`config.mk`:
```
export PLATFORM = sky130hd
export DESIGN_NAME = bus_req_guard
export DESIGN_NICKNAME = d
export VERILOG_FILES = /design/src/rtl/bus_guard_pkg.sv /design/src/rtl/bus_req_classify.sv /design/src/rtl/bus_req_regfile.sv /design/src/rtl/bus_req_resp.sv /design/src/rtl/bus_req_guard.sv
export SDC_FILE = /design/constraint.sdc
export NUM_CORES = 1
export LEC_CHECK = 0
export CORE_MARGIN = 4
export CORE_UTILIZATION = 53
export DETAILED_ROUTE_END_ITERATION = 10
export GPL_TIMING_DRIVEN = 0
export MAX_ROUTING_LAYER = met4
export PLACE_DENSITY = 0.8
export RECOVER_POWER = 100
export SYNTH_ARGS = -nofsm -noshare
export SYNTH_HDL_FRONTEND = slang
export SYNTH_SLANG_ARGS = --single-unit
```
`constraint.sdc`:
```
create_clock -name clk -period 2.5 [get_ports clk]
set_input_delay 0.375 -clock clk [delete_from_list [all_inputs] [get_ports clk]]
set_output_delay 0.375 -clock clk [all_outputs]
set_load 0.03 [all_outputs]
```
`src/rtl/bus_guard_pkg.sv`:
```
package bus_guard_pkg;

    localparam int DATA_W    = 32;
    localparam int LANES     = DATA_W / 8;
    localparam int NUM_REGS  = 4;
    localparam int REG_IDX_W = $clog2(NUM_REGS);
    localparam logic [DATA_W-1:0] RO_VALUE = 32'h1234_ABCD;

    typedef enum logic [2:0] {
        A_PUT_FULL = 3'd0,
        A_PUT_PART = 3'd1,
        A_GET      = 3'd4
    } a_opc_e;

    typedef enum logic [2:0] {
        D_ACK      = 3'd0,
        D_ACK_DATA = 3'd1
    } d_opc_e;

    typedef enum logic [1:0] {
        K_RW = 2'd0,
        K_RO = 2'd1,
        K_WO = 2'd2
    } reg_kind_e;

    typedef struct packed {
        logic                 err;
        logic                 is_read;
        logic                 is_write;
        logic                 hit;
        logic [REG_IDX_W-1:0] idx;
    } verdict_t;

    function automatic reg_kind_e reg_kind(input int i);
        case (i)
            2:       return K_RO;
            3:       return K_WO;
            default: return K_RW;
        endcase
    endfunction

    function automatic int reg_bytes(input int i);
        return (i == 1) ? 2 : LANES;
    endfunction

    function automatic logic [LANES-1:0] width_lanes(input int i);
        return LANES'((1 << reg_bytes(i)) - 1);
    endfunction

    function automatic logic [LANES-1:0] active_lanes(input logic [1:0] size,
                                                      input logic [1:0] lo);
        case (size)
            2'd0:    return LANES'(4'b0001 << lo);
            2'd1:    return LANES'(4'b0011 << lo);
            2'd2:    return 4'b1111;
            default: return '0;
        endcase
    endfunction

endpackage

```
`src/rtl/bus_req_classify.sv`:
```
module bus_req_classify
    import bus_guard_pkg::*;
#(
    parameter int ADDR_W = 8
) (
    input  logic [2:0]        opcode,
    input  logic [1:0]        size,
    input  logic [ADDR_W-1:0] addr,
    input  logic [LANES-1:0]  mask,
    input  logic              dev_mode,
    output verdict_t          verdict
);
    localparam int WORD_W = ADDR_W - 2;

    logic                 legal_opc;
    logic                 misalign;
    logic                 mask_out;
    logic                 full_miss;
    logic                 proto_err;
    logic                 map_err;
    logic [LANES-1:0]     lanes;
    logic [LANES-1:0]     need;
    logic                 hit;
    logic [REG_IDX_W-1:0] idx;
    reg_kind_e            kind;

    always_comb begin
        hit = 1'b0;
        idx = '0;
        for (int i = 0; i < NUM_REGS; i++) begin
            if (addr[ADDR_W-1:2] == WORD_W'(i)) begin
                hit = 1'b1;
                idx = REG_IDX_W'(i);
            end
        end
    end

    always_comb begin
        legal_opc = (opcode == A_PUT_FULL) || (opcode == A_PUT_PART) || (opcode == A_GET);
        lanes     = active_lanes(size, addr[1:0]);
        misalign  = ((size == 2'd1) && addr[0]) || ((size == 2'd2) && (addr[1:0] != 2'd0));
        mask_out  = |(mask & ~lanes);
        full_miss = (opcode == A_PUT_FULL) && (mask != lanes);
        proto_err = !legal_opc || (size == 2'd3) || misalign || mask_out || full_miss;
        kind      = reg_kind(int'(idx));
        need      = width_lanes(int'(idx));
    end

    always_comb begin
        verdict.is_read  = (opcode == A_GET);
        verdict.is_write = (opcode == A_PUT_FULL) || (opcode == A_PUT_PART);
        verdict.hit      = hit;
        verdict.idx      = idx;
        map_err = 1'b0;
        if (!hit) begin
            map_err = dev_mode;
        end else begin
            if (verdict.is_write && ((addr[1:0] != 2'd0) || ((mask & need) != need)))
                map_err = 1'b1;
            if (verdict.is_write && (kind == K_RO))
                map_err = 1'b1;
            if (verdict.is_read && (kind == K_WO))
                map_err = 1'b1;
        end
        verdict.err = proto_err || map_err;
    end

endmodule

```
`src/rtl/bus_req_regfile.sv`:
```
module bus_req_regfile
    import bus_guard_pkg::*;
(
    input  logic                 clk,
    input  logic                 rst,
    input  logic                 wr_en,
    input  logic [REG_IDX_W-1:0] wr_idx,
    input  logic [LANES-1:0]     wr_mask,
    input  logic [DATA_W-1:0]    wr_data,
    input  logic [REG_IDX_W-1:0] rd_idx,
    output logic [DATA_W-1:0]    rd_data
);
    logic [DATA_W-1:0] words [NUM_REGS];

    for (genvar i = 0; i < NUM_REGS; i++) begin : g_reg
        localparam reg_kind_e KIND = reg_kind(i);
        localparam int        NB   = reg_bytes(i);

        if (KIND == K_RO) begin : g_const
            assign words[i] = RO_VALUE;
        end else begin : g_store
            logic [NB*8-1:0] q;

            always_ff @(posedge clk) begin
                if (rst) begin
                    q <= '0;
                end else if (wr_en && (wr_idx == REG_IDX_W'(i))) begin
                    for (int b = 0; b < NB; b++) begin
                        if (wr_mask[b]) q[b*8 +: 8] <= wr_data[b*8 +: 8];
                    end
                end
            end

            if (NB < LANES) begin : g_pad
                assign words[i] = {{(DATA_W - NB*8){1'b0}}, q};
            end else begin : g_full
                assign words[i] = q;
            end
        end
    end

    assign rd_data = words[rd_idx];

endmodule

```
`src/rtl/bus_req_resp.sv`:
```
module bus_req_resp
    import bus_guard_pkg::*;
(
    input  logic              clk,
    input  logic              rst,
    input  logic              load,
    input  logic [2:0]        ld_opcode,
    input  logic              ld_error,
    input  logic [DATA_W-1:0] ld_data,
    input  logic              d_ready,
    output logic              d_valid,
    output logic [2:0]        d_opcode,
    output logic              d_error,
    output logic [DATA_W-1:0] d_data
);
    always_ff @(posedge clk) begin
        if (rst) begin
            d_valid  <= 1'b0;
            d_opcode <= D_ACK;
            d_error  <= 1'b0;
            d_data   <= '0;
        end else if (load) begin
            d_valid  <= 1'b1;
            d_opcode <= ld_opcode;
            d_error  <= ld_error;
            d_data   <= ld_data;
        end else if (d_valid && d_ready) begin
            d_valid  <= 1'b0;
        end
    end

endmodule

```
`src/rtl/bus_req_guard.sv`:
```
module bus_req_guard
    import bus_guard_pkg::*;
#(
    parameter int ADDR_W = 8
) (
    input  logic              clk,
    input  logic              rst,
    input  logic              dev_mode,
    input  logic              a_valid,
    output logic              a_ready,
    input  logic [2:0]        a_opcode,
    input  logic [1:0]        a_size,
    input  logic [ADDR_W-1:0] a_address,
    input  logic [3:0]        a_mask,
    input  logic [31:0]       a_data,
    output logic              d_valid,
    input  logic              d_ready,
    output logic [2:0]        d_opcode,
    output logic              d_error,
    output logic [31:0]       d_data
);
    verdict_t          verdict;
    logic              accept;
    logic              wr_en;
    logic [DATA_W-1:0] rd_word;
    logic [DATA_W-1:0] rsp_data;
    logic [2:0]        rsp_opcode;

    bus_req_classify #(.ADDR_W(ADDR_W)) u_classify (
        .opcode   (a_opcode),
        .size     (a_size),
        .addr     (a_address),
        .mask     (a_mask),
        .dev_mode (dev_mode),
        .verdict  (verdict)
    );

    assign a_ready = !d_valid;
    assign accept  = a_valid && a_ready;
    assign wr_en   = accept && verdict.is_write && verdict.hit && !verdict.err;

    bus_req_regfile u_regs (
        .clk     (clk),
        .rst     (rst),
        .wr_en   (wr_en),
        .wr_idx  (verdict.idx),
        .wr_mask (a_mask),
        .wr_data (a_data),
        .rd_idx  (verdict.idx),
        .rd_data (rd_word)
    );

    always_comb begin
        rsp_opcode = verdict.is_read ? D_ACK_DATA : D_ACK;
        if (!verdict.is_read)  rsp_data = '0;
        else if (verdict.err)  rsp_data = '1;
        else if (verdict.hit)  rsp_data = rd_word;
        else                   rsp_data = '0;
    end

    bus_req_resp u_resp (
        .clk       (clk),
        .rst       (rst),
        .load      (accept),
        .ld_opcode (rsp_opcode),
        .ld_error  (verdict.err),
        .ld_data   (rsp_data),
        .d_ready   (d_ready),
        .d_valid   (d_valid),
        .d_opcode  (d_opcode),
        .d_error   (d_error),
        .d_data    (d_data)
    );

endmodule

```
### Word-level counts from Yosys, hierarchy flattened

Cells that the tools add are included.

* logic and storage cells: 105
* flip-flop bits (word level): 117
* output and inout port bits: 38
* memories kept: 0
* memory bits (read-only): 0
* bits in writable memories: 0
* bits in latches: 0
* bits of input ports: 54

* shifts and indexed selects: 3
* multipliers: 0
* equal/unequal tests: 16
* $lt $le $gt $ge: 1
* divide/modulo/power cells: 0
* add/subtract/negate cells: 1
* muxes and demuxes: 23
* bitwise operators: 4
* reduce and logical (&&, ||, !) cells: 43

Operators with widths (count)
* 32-bit 2-to-1 mux: 5
* 32-bit binary-select mux with 2-bit select: 1
* 1-bit by 32-bit left shift with 4-bit output (first input constant): 1
* 2-bit AND reduction: 10
* 1-bit logical AND: 14
* 2-bit == test (second input constant): 6
* 6-bit by 2-bit == test with 1-bit output (second input constant): 2
* 1-bit 2-to-1 mux: 12
* 4-bit one-hot mux with 3 select lines: 1
* 1-bit logical OR: 9
* 4-bit bitwise AND: 2
* 4-bit inequality test: 2
* 2-bit by 1-bit == test with 1-bit output (second input constant): 3
* 6-bit by 1-bit == test with 1-bit output (second input constant): 1
* 6-bit zero test: 1
* 2-bit zero test: 2
* 2-bit 2-to-1 mux: 2
* 4-bit NOT: 1
* 2-bit one-hot mux with 2 select lines: 1
* 2-bit nonzero test: 2
* 4-bit OR reduction: 1
* 1-bit by 2-bit left shift with 4-bit output (first input constant): 1
* 2-bit by 2-bit left shift with 4-bit output (first input constant): 1
* 4-bit by 2-bit subtractor with 4-bit output (second input constant): 1
* 7 further kinds: 9

### Logic depth before layout (Yosys ltp)

Gate-level depths: netlist of the first run.

* depth after elaboration: 21
* mapped depth: 11
* mapped depth without buffers: 9

### Modules after synthesis

Synthesis of the first run repeated with hierarchy kept, for this count alone.

* cell total of the unflattened synthesis: 612
* area, all modules: 5977.0 um2

Modules (own cells, without submodules)
* bus_req_regfile: times used 1, area each 3896.2 um2, sequential area each 1601.5 um2, cells an instance 375
* bus_req_resp: times used 1, area each 1341.3 um2, sequential area each 740.7 um2, cells an instance 120
* bus_req_guard: times used 1, area each 474.2 um2, sequential area each 0.0 um2, cells an instance 79
* bus_req_classify: times used 1, area each 265.3 um2, sequential area each 0.0 um2, cells an instance 38

### Least setup slack after synthesis of the first run

Ideal clock, no wire load.

* path kind: in2reg
* start: input a_address[0]
* end: register u_regs.g_reg[3].g_store.q[0]
* slack: 177 ps
* data arrival time: 2251 ps
* library setup time: 72 ps
* buffers on the path: 2
* stages: 10
* data required time: 2428 ps
* cells stage by stage: nor2_1 a21oi_1 ha_1 and4_1 o211ai_1 nor4_2 and2_1 buf_2 buf_4 mux2i_1

* cells in the longest elaborated chain, start to end: 12
* elaborated cells on any way between the ends: 26
* classes of those cells: 1 x eq/ne; 2 x shift; 5 x mux; 2 x bitwise; 16 x reduce/logical

Ends and longest elaborated chain
* start, declared: RTL line bus_req_guard.sv:13 `input logic [ADDR_W-1:0] a_address,`
* 2-bit by 2-bit left shift with 4-bit output (tied with other cells): RTL line bus_guard_pkg.sv:54 `2'd1: return LANES'(4'b0011 << lo);`
* 4-bit one-hot mux with 3 select lines / 1-bit logical OR (equally long branches): RTL line bus_guard_pkg.sv:52, bus_req_classify.sv:58
* 4-bit NOT / 1-bit logical AND (equally long branches): RTL line bus_req_classify.sv:42, bus_req_classify.sv:58
* 4-bit bitwise AND / 1-bit 2-to-1 mux (equally long branches): RTL line bus_req_classify.sv:42, bus_req_classify.sv:58
* 4-bit OR reduction / 1-bit 2-to-1 mux (equally long branches): RTL line bus_req_classify.sv:42, bus_req_classify.sv:60
* 1-bit logical OR / 1-bit 2-to-1 mux (equally long branches): RTL line bus_req_classify.sv:44, bus_req_classify.sv:62
* 1-bit logical OR / 1-bit 2-to-1 mux (equally long branches): RTL line bus_req_classify.sv:44, bus_req_classify.sv:55
* 1-bit logical OR (*): RTL line bus_req_classify.sv:65 `verdict.err = proto_err || map_err;`
* 1-bit zero test (*): RTL line bus_req_guard.sv:40 `assign wr_en = accept && verdict.is_write && verdict.hit && !verdict.err;`
* 1-bit logical AND (*): RTL line bus_req_guard.sv:40
* 1-bit logical AND (*): RTL line bus_req_regfile.sv:27 `end else if (wr_en && (wr_idx == REG_IDX_W'(i))) begin`
* 2-bit AND reduction (no line) (*)
* end signal, assigned by index: RTL line bus_req_regfile.sv:29 `if (wr_mask[b]) q[b*8 +: 8] <= wr_data[b*8 +: 8];`
* end, declared: RTL line bus_req_regfile.sv:22 `logic [NB*8-1:0] q;`

Every way passes the cells marked *; elsewhere a longest branch is shown, timed or not.
A chain may end at the register's enable or synchronous reset.

### Worst setup path in the final report of the first run

* start: input a_address[7]
* end: register u_regs.g_reg[3].g_store.q[11]

* cells in the longest elaborated chain, start to end: 21
* elaborated cells on any way between the ends: 36
* classes of those cells: 1 x add/sub; 9 x eq/ne; 1 x shift; 13 x mux; 1 x bitwise; 11 x reduce/logical

Ends and longest elaborated chain
* 6-bit by 1-bit == test with 1-bit output: RTL line bus_req_classify.sv:31 `if (addr[ADDR_W-1:2] == WORD_W'(i)) begin`
* 1-bit 2-to-1 mux: RTL line bus_req_classify.sv:31
* 2-bit 2-to-1 mux (2 in series): RTL line bus_req_classify.sv:31
* 2-bit == test: RTL line bus_guard_pkg.sv:43 `return (i == 1) ? 2 : LANES;`
* 3-bit 2-to-1 mux: RTL line bus_guard_pkg.sv:43
* 1-bit by 32-bit left shift with 4-bit output: RTL line bus_guard_pkg.sv:47 `return LANES'((1 << reg_bytes(i)) - 1);`
* 4-bit by 2-bit subtractor with 4-bit output: RTL line bus_guard_pkg.sv:47
* 4-bit bitwise AND: RTL line bus_req_classify.sv:58 `if (verdict.is_write && ((addr[1:0] != 2'd0) || ((mask & need) != need)))`
* [... 4 more ...]
* 1-bit 2-to-1 mux: RTL line bus_req_classify.sv:60 `if (verdict.is_write && (kind == K_RO))`
* 1-bit 2-to-1 mux: RTL line bus_req_classify.sv:62 `if (verdict.is_read && (kind == K_WO))`
* 1-bit 2-to-1 mux: RTL line bus_req_classify.sv:55 `if (!hit) begin`
* 1-bit logical OR: RTL line bus_req_classify.sv:65
* 1-bit zero test: RTL line bus_req_guard.sv:40
* 1-bit logical AND: RTL line bus_req_guard.sv:40
* 1-bit logical AND (*): RTL line bus_req_regfile.sv:27
* 2-bit AND reduction (no line) (*)

Marks and branches as above.

==> results of run 1 <==
-- registers in the layout (all words and copies together), names as in the netlist --
signal,cells
u_resp.d_opcode,1
u_resp.d_data,32
u_resp.d_error,1
u_regs.g.g_store.q,80
u_resp.d_valid,1
-- worst paths after layout --
kind | to | slack (ps) | cells past startpoint | from
setup / recovery | u_regs.g_reg[3].g_store.q[11] | 120 | 9 | a_address[7]
hold / removal | u_resp.d_valid | 430 | 2 | d_ready
setup reg to reg | u_regs.g_reg[3].g_store.q[11] | 290 | 8 | u_resp.d_valid
hold reg to reg | u_resp.d_data[31] | 440 | 1 | u_resp.d_data[31]
-- worst max-delay path: stages --
cell	delay, ps
clkdlybuf4s50_1	460
nor4_4	600
nand3_1	220
nor4_4	300
buf_6	170
and2_1	120
buf_4	140
buf_6	190
mux2i_1	230
-- synth_stat cells (2+ instances only) --
library cell | instances | area, µm²
a21o_1 | 32 | 240
nand2_1 | 22 | 82.6
o21ai_0 | 7 | 35.0
o221ai_1 | 11 | 96.3
mux2_2 | 10 | 113
mux2i_1 | 88 | 881
buf_4 | 4 | 30.0
dfxtp_1 | 115 | 2300
buf_1 | 2 | 7.51
and2_0 | 2 | 12.5
nand2b_1 | 114 | 713
a31oi_1 | 33 | 206
a21oi_1 | 2 | 10.0
buf_2 | 8 | 40.0
a22o_1 | 11 | 96.3
nor2_1 | 11 | 41.3
a21boi_0 | 5 | 37.5
inv_1 | 7 | 26.3
nor2b_1 | 8 | 50.1
ha_1 | 4 | 50.1
clkbuf_1 | 32 | 120
a211oi_1 | 2 | 15.0
o2bb2ai_1 | 6 | 52.6
and2_1 | 3 | 18.8
-- metal layers --
metal / vias up / share of wire, % / global-route usage [%]
met3: 25 / 6.5 / 4.20
li1: 2162 / - / -
met5: - / 0 / -
met4: 0 / 2.0 / 9.74
met2: 172 / 48 / 42.9
met1: 2168 / 43 / 33.0
-- timing repair --
item / in CTS / in global routing
buffers inserted: 1 / 0
setup endpoints to repair: 111 / 12
resized for setup: 23 / 6
pin swaps: 2 / 0
-- cell families after synthesis --
group | Yosys count | synth area share (%)
simple gates | 169 | 18.5
mux | 98 | 18.4
compound gates | 114 | 15.4
buf+inv | 53 | 4.14
flops | 115 | 42.6
other cells | 1 | 0.0694
fa+ha+maj | 4 | 0.926
-- power breakdown --
group / internal, µW / switching (µW)
sequential: 1850 / 8.47
clock: 1760 / 849
combinational: 175 / 218
-- area by class of cell --
cell class	instances	area, µm²	share of cell area [%]
Buffer	46	229	3.21
Inverter	7	26.3	0.368
Clock inverter	10	180	2.52
Tap cell	133	166	2.33
Sequential cell	115	2300	32.3
Timing Repair Buffer	88	877	12.3
Clock buffer	21	449	6.29
Multi-Input combinational cell	387	2910	40.7
-- per-stage QoR --
stage	instance area, µm²	utilization [%]	worst slack [ps]	std cells
after floorplan	5410	-	177	555
after detailed placement	6450	65.4	-947	775
after global routing	7140	72.3	6.51	807
final	7140	72.3	123	807
after CTS	7140	72.4	21.5	807
after global placement	6450	65.4	-842	775
==> flow_summary.json, run 1 <==
{
  "core_region_area_um2": 9860,
  "grt_pass1_vias": 4525,
  "cts_root_buf": "clkbuf_8",
  "num_vias": 4527,
  "io_pins": 92,
  "syn-cell-area_um2": 5410,
  "nFillCells": 723,
  "critical_path_class": "input pin to flop",
  "antenna_found_initial": 0,
  "finalCritPeriodShare_pct": 95.1,
  "synth_area_per_cell_um2": 9.76,
  "viasPerCell": 5.61,
  "drt_first_pass_iters": 7,
  "crit_required_ps": 2930,
  "num_rows": 36,
  "cts_tree": "built",
  "hpwl_um": 10400,
  "start_util_pct": 54.8,
  "cts_buffer_depth": 2,
  "mostFrequentLayoutCell": "dfxtp_1",
  "worst_setup_path_start_kind": "input pin",
  "rsz0062_at_grt": "no",
  "async_flop_share_pct": 0,
  "cp_data_arrival_time_ps": 2810,
  "cp_max_fo": 10,
  "port_buffers": 87,
  "grt_use_total_pct": 26.3,
  "ys.flop_type": "dfxtp_1",
  "wire_per_inst_um": 18.5,
  "ys_types": 39,
  "yosys_warnings": 0,
  "gr-total-overflow": 0,
  "p_leak_uw": 0.00325,
  "clk_pin_slew_worst_paths_ps": 60,
  "worst_pin_slew_ps": 643,
  "synth_cells": 554,
  "nNetsFinal": 720,
  "drive_gt1_share_pct": 9.64,
  "ir_drop_mv": 0.478,
  "synth_edf_count": 0,
  "numClockSinks": 115,
  "cts.htree.levels": 4,
  "diodes": 0,
  "fin_setup_tns_ps": 0,
  "fmax_ghz": 0.421,
  "grt_pass1_wl_um": 23300,
  "die_w_um": 109,
  "synthToLayoutAreaGrowth_pct": 32.0,
  "drt_wl_total_um": 14900,
  "fin_skew_ps": 7.60,
  "place_congestion": 0.878,
  "hp-class": "input pin to flop",
  "power_density_nw_per_um2": 681,
  "die-height_um": 109,
  "clk-insertion-delay-late_ps": 520,
  "holdWs_ps": 432,
  "finalHoldViolCount": 0,
  "drt_iter0_markers": 287,
  "grt_max_degree": 17,
  "setup_viol": 0,
  "fp.dieArea_um2": 11900,
  "slew-limit-headroom_pct": 56.9,
  "status": "complete, no violations",
  "cts_hold_buf": 0,
  "ant_nets": 0,
  "end_kind": "flop",
  "drv_slew": 0,
  "layout_min_cycle_time_ps": 2380,
  "power_uw": 4860,
  "drc": 0,
  "ys_seq_area_share_pct": 42.6,
  "mostFrequentLayoutCells": "dfxtp_1, nand2b_1, mux2i_1",
  "cts_buffers": 17,
  "cap_violations": 0,
  "ys_seq_elements": 115
}
Power figures use the tool's default switching activity.
==> run 2: changes to the inputs <==
--- a/config.mk
+++ b/config.mk
@@ -6,11 +6,11 @@
 export NUM_CORES = 1
 export LEC_CHECK = 0
 export CORE_MARGIN = 4
-export CORE_UTILIZATION = 53
+export CORE_UTILIZATION = 50
 export DETAILED_ROUTE_END_ITERATION = 10
 export GPL_TIMING_DRIVEN = 0
 export MAX_ROUTING_LAYER = met4
-export PLACE_DENSITY = 0.8
+export PLACE_DENSITY = 0.76
 export RECOVER_POWER = 100
 export SYNTH_ARGS = -nofsm -noshare
 export SYNTH_HDL_FRONTEND = slang
==> constraint.sdc (replaced) <==
create_clock -name clk -period 2.67 [get_ports clk]
set_input_delay 0.4005 -clock clk [delete_from_list [all_inputs] [get_ports clk]]
set_output_delay 0.4005 -clock clk [all_outputs]
set_load 0.03 [all_outputs]
==> run 2 against run 1 <==
  * Sequential share of layout area is essentially flat
  * Setup slack lost 16 ps
  * Global-route usage shrank 2.2 points
  * Register-to-register slack gained 170 ps
  * Critical path depth shrank 2
  * Largest cell class unchanged
  * Largest power group unchanged
==> flow_summary.json, run 2 (synthesis results as in run 1) <==
{
  "critical_path_class": "input pin to flop",
  "cts_buffers": 17,
  "cp_num_buf_inv": 3,
  "nFillCells": 837,
  "p_int_uw": 3500,
  "gr-total-overflow": 0,
  "grt_use_total_pct": 24.1,
  "grt_pass1_vias": 4555,
  "mostFrequentLayoutCells": "dfxtp_1, nand2b_1, mux2i_1",
  "power_frac_seq_pct": 38.8,
  "clk-insertion-delay-late_ps": 520,
  "cts.htree.levels": 4,
  "rr_endpoint": "u_regs.g_reg[3].g_store.q[10]",
  "power.clock.fraction_pct": 53.0,
  "finalHoldViolCount": 0,
  "slew-limit-headroom_pct": 54.5,
  "nNetsFinal": 721,
  "seqCellArea_um2": 2300,
  "crit_start": "a_address[2]",
  "port_buffers": 87,
  "crit_required_ps": 3090,
  "numClockSinks": 115,
  "critPathSlowestCell": "dlygate4sd3_1",
  "slowest_delay_ps": 610,
  "ff2ff_setup_slack_ps": 460,
  "diodes": 0,
  "num_vias": 4554,
  "cap_violations": 0,
  "viasPerCell": 5.62,
  "worst_setup_path_start_kind": "input pin",
  "p_switching_uw": 990,
  "reg_top3": "u_regs.g.g_store.q (80), u_resp.d_data (32)",
  "largest_reg_flops": 80,
  "fin_skew_ps": 4.08,
  "grt_max_degree": 17,
  "multi_input_comb_area_um2": 2910,
  "core_region_area_um2": 10400,
  "fp.dieArea_um2": 12500,
  "cts_tree": "built",
  "start_util_pct": 51.9,
  "ir_drop_mv": 0.394,
  "fin_ws_ps": 107,
  "finalCritPeriodShare_pct": 96.0,
  "hpwl_um": 10400,
  "worst_pin_slew_ps": 683,
  "r2r_cells": 8,
  "fmax_ghz": 0.390,
  "p_leak_uw": 0.00324,
  "crit_path_end": "u_resp.d_data[15]",
  "die_w_um": 112,
  "drive_gt1_share_pct": 10.1,
  "setup_viol": 0,
  "path_cells": "dlygate4sd3_1, clkbuf_2, buf_1, mux2_2, o221ai_1, a31oi_1, a21o_1",
  "grt_pass1_wl_um": 23400,
  "drt_wl_total_um": 14800,
  "drt_iter0_markers": 316,
  "hp-class": "flop to flop",
  "critPathTopFamily": "buffers and inverters",
  "die-height_um": 112,
  "r2r_start": "u_resp.d_valid",
  "cts_root_buf": "clkbuf_8",
  "antenna_found_initial": 0,
  "ant_nets": 0,
  "wire_per_inst_um": 18.2,
  "drc": 0,
  "io_pins": 92,
  "layout_min_cycle_time_ps": 2560,
  "mostFrequentLayoutCell": "dfxtp_1",
  "place_ws_ps": -777,
  "cts_buffer_depth": 2,
  "cp_max_fo": 10,
  "drv_slew": 0,
  "holdWs_ps": 445,
  "place_congestion": 0.912,
  "status": "complete, no violations",
  "cp_data_arrival_time_ps": 2980,
  "drt_first_pass_iters": 5,
  "regMostFlops": "u_regs.g.g_store.q",
  "combPwrFrac_pct": 8.3,
  "num_rows": 37,
  "clk_pin_slew_worst_paths_ps": 60,
  "crit_cells": 7,
  "p_sw_share_pct": 22.1,
  "end_kind": "flop",
  "synthToLayoutAreaGrowth_pct": 32.1,
  "power_density_nw_per_um2": 629
}
run 2: power by group through the flow:
stage          Sequential [µW]  Combinational (µW)  Clock, µW
3_3_place_gp              1780                 362          0
6_report                  1740                 372       2380
4_1_cts                   1740                 371       2380
2_1_floorplan             1810                 164          0
5_1_grt                   1740                 398       2460
3_5_place_dp              1780                 367          0
run 2: metrics by stage:
step / power, µW / cells / setup TNS [ps] / area, µm² / utilization [%]
floorplan: 1970 / 555 / 0 / 5410 / -
global placement: 2140 / 778 / -60900 / 6450 / 61.9
detailed placement: 2140 / 778 / -67080 / 6450 / 61.9
CTS: 4500 / 809 / 0 / 7100 / 68.1
global route: 4600 / 810 / -9.73 / 7140 / 68.6
finish: 4490 / 810 / 0 / 7140 / 68.6
run 2: worst min-delay path by stage:
stage	slack, ps	cells after the start	to	start
after floorplan	440	2	u_regs.g_reg[0].g_store.q[25]	u_regs.g_reg[0].g_store.q[25]
after global placement	430	1	u_resp.d_data[12]	u_resp.d_data[12]
after detailed placement	440	1	u_resp.d_data[13]	u_resp.d_data[13]
after CTS	450	1	u_resp.d_data[13]	u_resp.d_data[13]
after global routing	460	1	u_resp.d_data[2]	u_resp.d_data[2]
final	440	1	u_resp.d_data[2]	u_resp.d_data[2]
run 2: area by class of cell:
class                           count  area share [%]
Multi-Input combinational cell    387            40.8
Sequential cell                   115            32.2
Timing Repair Buffer               89            12.4
Clock buffer                       21            6.57
Buffer                             46            3.12
Tap cell                          136            2.38
Clock inverter                      9            2.14
Inverter                            7           0.368
run 2: routing by layer:
layer	up-vias	global-route usage, %	part of all wire, %
li1	2177	-	-
met1	2183	30.5	44
met2	171	38.8	47
met3	23	5.33	6.8
met4	0	7.29	1.6
met5	-	-	0
run 2: timing repair:
item,in CTS,in global routing
hold buffers,0,0
endpoints found under the hold margin,0,0
setup buffers,1,1
gates cloned,0,0
pin swaps,1,1
setup endpoints to repair,77,91
resized for setup,4,19
==> run 3: changes to the inputs <==
--- a/config.mk
+++ b/config.mk
@@ -6,11 +6,11 @@
 export NUM_CORES = 1
 export LEC_CHECK = 0
 export CORE_MARGIN = 4
-export CORE_UTILIZATION = 50
+export CORE_UTILIZATION = 35
+export CTS_CLUSTER_DIAMETER = 60
 export DETAILED_ROUTE_END_ITERATION = 10
 export GPL_TIMING_DRIVEN = 0
 export MAX_ROUTING_LAYER = met4
-export PLACE_DENSITY = 0.76
 export RECOVER_POWER = 100
 export SYNTH_ARGS = -nofsm -noshare
 export SYNTH_HDL_FRONTEND = slang
==> run 3 against run 2 <==
  * Via count decreased by 3.0%
  * Highest routed layer unchanged
  * Cell count increased by 6.5%
  * Critical path depth unchanged
  * Combinational power about the same
  * Critical endpoint is now u_resp.d_data[7]
==> flow_summary.json, run 3 (synthesis results as in run 1) <==
{
  "grt_use_total_pct": 17.7,
  "clk-insertion-delay-late_ps": 410,
  "end_kind": "flop",
  "crit_start": "a_address[2]",
  "layout_min_cycle_time_ps": 2520,
  "cp_data_arrival_time_ps": 2830,
  "rsz0062_at_grt": "no",
  "start_util_pct": 35.7,
  "ant_nets": 0,
  "fmax_ghz": 0.396,
  "hpwl_um": 11100,
  "finalHoldViolCount": 0,
  "fp.dieArea_um2": 17500,
  "clk_pin_slew_worst_paths_ps": 50,
  "fin_ws_ps": 147,
  "synthToLayoutAreaGrowth_pct": 33.1,
  "status": "complete, no violations",
  "cp_max_fo": 10,
  "min_path_cells": 1,
  "num_vias": 4418,
  "power_uw": 4480,
  "drive_gt1_share_pct": 9.63,
  "p_leak_uw": 0.00325,
  "crit_required_ps": 2970,
  "gr-total-overflow": 0,
  "io_pins": 92,
  "antenna_found_initial": 0,
  "wire_per_inst_um": 17.4,
  "die-height_um": 132,
  "setup_viol": 0,
  "nNetsFinal": 720,
  "grt_pass1_vias": 4624,
  "num_rows": 45,
  "drc": 0,
  "die_w_um": 132,
  "ff2ff_setup_slack_ps": 580,
  "regMostFlops": "u_regs.g.g_store.q",
  "worst_pin_slew_ps": 675,
  "power_density_nw_per_um2": 623,
  "drt_wl_total_um": 15000,
  "rr_endpoint": "u_regs.g_reg[3].g_store.q[9]",
  "place_congestion": 0.857,
  "reg_top3": "u_regs.g.g_store.q (80), u_resp.d_data (32)",
  "cts_buffer_depth": 2,
  "fin_skew_ps": 10.7,
  "mostFrequentLayoutCell": "dfxtp_1",
  "port_buffers": 87,
  "holdWs_ps": 441,
  "cts_root_buf": "clkbuf_16",
  "r2r_cells": 8,
  "slew-limit-headroom_pct": 55.0,
  "drt_iter0_markers": 290,
  "mostFrequentLayoutCells": "dfxtp_1, nand2b_1, mux2i_1",
  "place_ws_ps": -844,
  "grt_pass1_wl_um": 24200,
  "viasPerCell": 5.12,
  "crit_path_end": "u_resp.d_data[7]",
  "ir_drop_mv": 0.463,
  "cts_tree": "built",
  "fin_area_um2": 7190,
  "worst_setup_path_start_kind": "input pin",
  "largest_reg_flops": 80,
  "cap_violations": 0,
  "diodes": 0,
  "critical_path_class": "input pin to flop",
  "hp-class": "flop to flop",
  "numClockSinks": 115,
  "finalCritPeriodShare_pct": 94.5,
  "cts_buffers": 17,
  "r2r_start": "u_resp.d_valid",
  "drt_first_pass_iters": 5,
  "grt_max_degree": 17,
  "core_region_area_um2": 15100,
  "placed_area_um2": 6520,
  "cts.htree.levels": 4,
  "drv_slew": 0
}
[run 3: cell types whose count changed in the layout (fill, tap and decap cells not counted), sizes merged]
cell           change
clkbuf             +4
dlymetal6s2s       +2
clkinv             +2
clkinvlp           -1
dlygate4sd3        -1
buf                -3
clkdlybuf4s50      -2
[run 3: metal layers]
layer,GRT usage [%],part of all wire (%),up-vias
li1,-,-,2173
met1,22.0,46,2117
met2,29.3,48,111
met3,4.08,5.0,17
met4,4.62,1.1,0
met5,-,0,-
[run 3: where the power goes]
group,total [µW],switching (µW),internal [µW],leakage [µW]
sequential,1740,7.84,1730,0.000928
clock,2370,768,1600,0.000300
combinational,371,205,166,0.00202
total,4480,980,3500,0.00325
[run 3: cell type report]
cell class	count	area, µm²
fill	1392	7950
multi-input combinational	387	2910
tap	188	235
inverter	7	26.3
clock inverter	10	155
timing repair buffer	88	883
buffer	46	216
sequential	115	2300
clock buffer	22	464
[run 3: how the worst min path moves through the flow]
stage                                   from                       endpoint  slack, ps
6_report                   u_resp.d_data[13]              u_resp.d_data[13]        440
2_1_floorplan  u_regs.g_reg[0].g_store.q[25]  u_regs.g_reg[0].g_store.q[25]        440
3_5_place_dp               u_resp.d_data[17]              u_resp.d_data[17]        440
4_1_cts                    u_resp.d_data[17]              u_resp.d_data[17]        450
3_3_place_gp               u_resp.d_data[14]              u_resp.d_data[14]        430
5_1_grt                    u_resp.d_data[17]              u_resp.d_data[17]        460
[run 3: repair_timing]
action,4_1_cts,5_1_grt
setup endpoints to repair,91,102
resized for setup,7,16
buffers inserted,1,0
hold buffers,0,0
pin swaps,1,2
cloned,0,0
[run 3: worst max-delay path, cell delays in order]
cell and delay (ps):
clkdlybuf4s50_1 540, clkbuf_2 350, clkbuf_2 360, nand2_1 360, o221ai_1 480, a31oi_1 160
a21o_1 170
[run 3: stage by stage]
| step | setup TNS, ps | utilization (%) | instances |
|---|---|---|---|
| 2_1_floorplan | 0 | - | 555 |
| 3_3_place_gp | -66720 | 43.0 | 830 |
| 3_5_place_dp | -74550 | 43.0 | 830 |
| 4_1_cts | -937 | 47.3 | 863 |
| 5_1_grt | 0 | 47.5 | 863 |
| 6_report | 0 | 47.5 | 863 |
